`config.mk`:
```
export PLATFORM = sky130hd
export DESIGN_NAME = dmairq_status_reg
export DESIGN_NICKNAME = d
export VERILOG_FILES = /design/src/rtl/dmairq_pkg.sv /design/src/rtl/dmairq_status_bank.sv /design/src/rtl/dmairq_mask_bank.sv /design/src/rtl/dmairq_irq_eval.sv /design/src/rtl/dmairq_status_reg.sv
export SDC_FILE = /design/constraint.sdc
export NUM_CORES = 1
export LEC_CHECK = 0
export ABC_CLOCK_PERIOD_IN_PS = 1200
export BUFFER_PORTS_ARGS = -buffer_cell sky130_fd_sc_hd__buf_4
export CAP_MARGIN = 20
export CORE_MARGIN = 2
export CORE_UTILIZATION = 35
export CTS_CLUSTER_SIZE = 8
export DETAILED_ROUTE_END_ITERATION = 16
export GPL_TIMING_DRIVEN = 0
export HOLD_SLACK_MARGIN = 0.06
export PLACE_DENSITY = 0.69
export SYNTH_ARGS = -nofsm -noshare
export SYNTH_HDL_FRONTEND = slang
export SYNTH_SLANG_ARGS = --single-unit
```
`constraint.sdc`:
```
create_clock -name clk -period 1.2 [get_ports clk]
set_input_delay 0.06 -clock clk [delete_from_list [all_inputs] [get_ports clk]]
set_output_delay 0.06 -clock clk [all_outputs]
set_load 0.02 [all_outputs]
```
`src/rtl/dmairq_pkg.sv`:
```
package dmairq_pkg;

    // Width of one register half: one bit per DMA channel.
    localparam int HALF_W = 16;
    localparam int REG_W  = 2 * HALF_W;

    // Default positions that take part in the interrupt compare.
    localparam logic [HALF_W-1:0] DEF_STAT_PAT = 16'hE3FF;
    localparam logic [HALF_W-1:0] DEF_MASK_PAT = 16'h63FF;

    typedef logic [HALF_W-1:0] half_t;

    // Architectural register view.
    typedef struct packed {
        half_t enable;
        half_t status;
    } irq_reg_t;

    // Decoded CPU write for one cycle.
    typedef struct packed {
        half_t clr;
        half_t tgl;
    } wr_cmd_t;

    function automatic wr_cmd_t decode_write(input logic en, input logic [REG_W-1:0] data);
        wr_cmd_t c;
        c.clr = en ? data[HALF_W-1:0]     : '0;
        c.tgl = en ? data[REG_W-1:HALF_W] : '0;
        return c;
    endfunction

    function automatic logic irq_hit(input half_t st, input half_t en,
                                     input half_t st_pat, input half_t en_pat);
        return |((st & st_pat) & (en & en_pat));
    endfunction

endpackage

```
`src/rtl/dmairq_status_bank.sv`:
```
module dmairq_status_bank
    import dmairq_pkg::*;
(
    input  logic  clk,
    input  logic  rst,
    input  half_t set_i,
    input  half_t clr_i,
    output half_t status_o
);

    half_t status_q;

    generate
        for (genvar b = 0; b < HALF_W; b++) begin : g_flag
            always_ff @(posedge clk) begin
                if (rst)
                    status_q[b] <= 1'b0;
                else if (set_i[b])
                    status_q[b] <= 1'b1;   // set has priority over clear
                else if (clr_i[b])
                    status_q[b] <= 1'b0;
            end
        end
    endgenerate

    assign status_o = status_q;

    AST_SET_STICKS: assert property (@(posedge clk) disable iff (rst)
        (set_i != '0) |=> ((status_q & $past(set_i)) == $past(set_i)));

    AST_NO_SPURIOUS_SET: assert property (@(posedge clk) disable iff (rst)
        1'b1 |=> ((status_q & ~$past(status_q) & ~$past(set_i)) == '0));

    AST_CLEAR_TAKES: assert property (@(posedge clk) disable iff (rst)
        (clr_i != '0) |=> ((status_q & $past(clr_i & ~set_i)) == '0));

    AST_SET_WINS: assert property (@(posedge clk) disable iff (rst)
        ((set_i & clr_i) != '0) |=> ((status_q & $past(set_i & clr_i)) == $past(set_i & clr_i)));

endmodule

```
`src/rtl/dmairq_mask_bank.sv`:
```
module dmairq_mask_bank
    import dmairq_pkg::*;
(
    input  logic  clk,
    input  logic  rst,
    input  half_t tgl_i,
    output half_t enable_o
);

    half_t enable_q;

    always_ff @(posedge clk) begin
        if (rst)
            enable_q <= '0;
        else
            enable_q <= enable_q ^ tgl_i;
    end

    assign enable_o = enable_q;

    AST_MASK_INVERTS: assert property (@(posedge clk) disable iff (rst)
        (tgl_i != '0) |=> ((enable_q & $past(tgl_i)) == (~$past(enable_q) & $past(tgl_i))));

    AST_MASK_HOLDS: assert property (@(posedge clk) disable iff (rst)
        1'b1 |=> ((enable_q & ~$past(tgl_i)) == ($past(enable_q) & ~$past(tgl_i))));

endmodule

```
`src/rtl/dmairq_irq_eval.sv`:
```
module dmairq_irq_eval
    import dmairq_pkg::*;
#(
    parameter half_t STAT_PAT = DEF_STAT_PAT,
    parameter half_t MASK_PAT = DEF_MASK_PAT
) (
    input  logic  clk,
    input  logic  rst,
    input  half_t status_i,
    input  half_t enable_i,
    output logic  irq_o
);

    localparam half_t LIVE_BITS = STAT_PAT & MASK_PAT;

    logic irq_q;

    always_ff @(posedge clk) begin
        if (rst)
            irq_q <= 1'b0;
        else
            irq_q <= irq_hit(status_i, enable_i, STAT_PAT, MASK_PAT);
    end

    assign irq_o = irq_q;

    AST_IRQ_HAS_SOURCE: assert property (@(posedge clk) disable iff (rst)
        irq_q |-> ($past(status_i & enable_i & LIVE_BITS) != '0));

    AST_IRQ_QUIET_OUTSIDE: assert property (@(posedge clk) disable iff (rst)
        ((status_i & LIVE_BITS) == '0) |=> !irq_q);

endmodule

```
`src/rtl/dmairq_status_reg.sv`:
```
module dmairq_status_reg
    import dmairq_pkg::*;
#(
    parameter logic [HALF_W-1:0] STAT_PAT = DEF_STAT_PAT,
    parameter logic [HALF_W-1:0] MASK_PAT = DEF_MASK_PAT
) (
    input  logic              clk,
    input  logic              rst,
    input  logic [HALF_W-1:0] done_pulse,
    input  logic              wr_en,
    input  logic [REG_W-1:0]  wr_data,
    output logic [REG_W-1:0]  rd_data,
    output logic              irq
);

    wr_cmd_t  cmd;
    irq_reg_t regv;

    assign cmd = decode_write(wr_en, wr_data);

    dmairq_status_bank u_status (
        .clk      (clk),
        .rst      (rst),
        .set_i    (done_pulse),
        .clr_i    (cmd.clr),
        .status_o (regv.status)
    );

    dmairq_mask_bank u_mask (
        .clk      (clk),
        .rst      (rst),
        .tgl_i    (cmd.tgl),
        .enable_o (regv.enable)
    );

    dmairq_irq_eval #(
        .STAT_PAT (STAT_PAT),
        .MASK_PAT (MASK_PAT)
    ) u_eval (
        .clk      (clk),
        .rst      (rst),
        .status_i (regv.status),
        .enable_i (regv.enable),
        .irq_o    (irq)
    );

    assign rd_data = regv;

    AST_RESET_EMPTY: assert property (@(posedge clk)
        rst |=> (rd_data == '0 && !irq));

    AST_PULSE_AND_CLEAR_SPLIT: assert property (@(posedge clk) disable iff (rst)
        (wr_en && ((done_pulse & wr_data[HALF_W-1:0]) == '0) && (done_pulse != '0)
                && (wr_data[HALF_W-1:0] != '0))
        |=> ((rd_data[HALF_W-1:0] & $past(wr_data[HALF_W-1:0])) == '0));

endmodule

```
==> flow_metrics.py <==
metrics = {
    "yosys": {
        "synth_edf_count": 0,
        "synthTopCellsByCount": "dfxtp_1, nand2_1, nor2_1",
        "synth_seq_area_share": 0.538,
        "synth_fp_nets": 194,
        "yosys-top-cells-area": "dfxtp_1, xor2_1, nand2_1, nor2_1, a21oi_1",
        "syn_area_sq_mm": 0.00123,
        "ys_seq_elements": 33,
        "synth_top_area_frac": 0.538,
        "synth_top_area_cell": "dfxtp_1",
        "synth_cells": 143,
        "synthDistinctLibCells": 12,
        "synth_ff_type": "dfxtp_1",
        "synthArstFlopShare": 0,
        "synth_warnings": 0,
        "avgSynthCellArea_sq_um": 8.58,
        "synth.most_common_cell": "dfxtp_1",
    },
    "global_route": {
        "grt_first_pass_wirelength_mm": 6.94,
        "antenna_found_initial": 0,
        "grtUsageTotal": 0.229,
        "top_usage_layer": "met2",
        "globalRouteMet2Util": 0.412,
        "grt_max_degree": 11,
        "grt_pass1_vias": 1524,
        "use_met3": 0.0804,
        "gr-usage-met1": 0.241,
        "gr-total-overflow": 0,
    },
    "floorplan": {
        "rows": 21,
        "initial_core_util": 0.365,
        "dieArea_sq_mm": 0.00400,
        "die_x_microns": 63.2,
        "core-area_sq_mm": 0.00336,
        "die_h_microns": 63.2,
        "ios": 84,
    },
    "critical_path": {
        "rr_startpoint": "u_status.status_o[8]",
        "start_kind": "input pin",
        "critical_path_arrival_ps": 1420,
        "worstSetupPathType": "in -> reg",
        "timing.rr.end": "u_status.status_o[8]",
        "critPathCaptureType": "flop",
        "r2r_setup_slack_ps": 60,
        "required_ps": 1440,
        "reg2regPathDepth": 3,
        "path_max_fanout": 1,
    },
    "route": {
        "ant_nets": 0,
        "drt_iter0_drc": 45,
        "vias": 1461,
        "wl_mm": 4.30,
        "wire_per_inst_microns": 13.4,
        "firstDrtPassIters": 4,
        "drc_errors": 0,
        "vias_per_cell": 4.54,
    },
    "sta": {
        "hold_viol": 0,
        "slew_headroom": 0.676,
        "rsz0062_at_grt": "no",
        "setup_viol": 0,
        "fin_crit_sh": 0.976,
        "setup_tns_ps": 0,
        "hold_ws_ps": 33.8,
        "period_needed_ps": 1170,
        "max_freq_ghz": 0.853,
        "drv_slew": 0,
        "fin_skew_ps": 9.15,
        "worst_slew_pin_slew_ps": 486,
    },
    "cts": {
        "post_cts_buffers": 0,
        "clockRootBuffer": "clkbuf_4",
        "clk_latency_ps": 340,
        "clock_path_buffers": 2,
        "cts_tree": "done",
        "clock_sinks": 33,
        "path_clk_slew_ps": 100,
        "cts_buffers": 5,
        "htree_levels": 2,
    },
    "final_layout": {
        "fin_area_sq_mm": 0.00240,
        "drive_gt1_frac": 0.344,
        "n_antenna_cell": 0,
        "fillCellCount": 275,
        "num-nets-final": 327,
        "area_growth_syn_to_layout_pct": 95.8,
    },
    "power_and_ir_drop": {
        "power.total_mw": 2.60,
        "p_leak_nw": 1.17,
        "peakVddDrop_mv": 0.878,
        "p_per_area_mw_per_mm2": 1080,
    },
    "min_path": {
        "hold_path_end": "u_status.status_o[12]",
        "hold_path_class": "in -> reg",
        "hold_depth": 4,
        "holdCritStartpoint": "wr_data[12]",
    },
    "place": {
        "dpl.hpwl_mm": 2.49,
        "port_buffers": 82,
        "globalplace.congestion": 0.741,
        "dpl_cell_area_sq_mm": 0.00190,
    },
    "status": {
        "status": "completed",
    },
    "flow_run": {
        "cap_violations": 0,
    },
}
-- flip-flops by register name, indices dropped and copies added, names as in the netlist --
signal,count
u_mask.enable_o,16
u_status.status_o,16
u_eval.irq_o,1
-- worst max-delay path: stages --
cell and delay (ps):
dlygate4sd3_1 530, buf_4 130, a21oi_1 100, dlygate4sd3_1 560, nor2_1 40
-- cell usage in the layout, fill, tap and decap left out --
| cell type | instances |
|---|---|
| buf_4 | 83 |
| dlygate4sd3_1 | 44 |
| dfxtp_1 | 33 |
| nand2_1 | 32 |
| nor2_1 | 32 |
| xor2_1 | 16 |
| a21oi_1 | 16 |
| clkbuf_4 | 5 |
| a22o_1 | 3 |
| buf_2 | 2 |
| buf_6 | 2 |
| a221oi_1 | 2 |
| clkbuf_1 | 2 |
| clkbuf_2 | 1 |
| a221oi_2 | 1 |
| a31oi_1 | 1 |
| clkbuf_8 | 1 |
-- repair_timing --
item	in CTS	in global routing
endpoints found under the hold margin	32	0
gates resized for setup	0	3
endpoints found under the setup margin	0	5
hold buffers	47	0
-- worst max path at each step --
stage,slack (ps),cells after the start,startpoint,to
global placement,110,3,u_mask.enable_o[8],u_eval.irq_o
CTS,30,5,done_pulse[9],u_status.status_o[9]
finish,30,5,done_pulse[8],u_status.status_o[8]
global route,3,3,u_mask.enable_o[8],u_eval.irq_o
detailed placement,90,3,u_mask.enable_o[8],u_eval.irq_o
floorplan,160,3,u_mask.enable_o[6],u_eval.irq_o
-- metal layers --
layer  vias up  share of wire
met1       656           0.38
li1        722              -
met3        14          0.077
met5         -              0
met4         0          0.029
met2        69           0.51
-- logic make-up after synthesis --
family / Yosys count / share of synthesized area
and+or+nand+nor: 64 / 0.196
DFF: 33 / 0.538
AOI/OAI and AO/OA: 23 / 0.113
xor gates and xnor gates: 16 / 0.114
buffers and inverters: 7 / 0.0387
-- final cells by class --
cell class	count	area, sq um	share of cell area
multi-input cells	103	526	0.219
clock buffers	7	55.1	0.0229
well taps	46	57.6	0.0239
flip-flops and latches	33	661	0.275
repair buffers	126	1060	0.439
plain buffers	7	48.8	0.0203
-- power breakdown --
part           leakage, nW  switching, mW  internal, mW
Clock               0.0314          0.362         0.276
Combinational        0.867          0.311         0.394
Sequential           0.274         0.0749          1.19
-- stage by stage --
stage          utilization  setup slack (ps)  cells
2_1_floorplan            -               159    143
3_3_place_gp         0.565               114    271
3_5_place_dp         0.565              91.3    271
4_1_cts              0.721              25.3    325
5_1_grt              0.715              3.20    322
6_report             0.715              28.3    322
No activity file was read; power rests on OpenSTA's default activity.
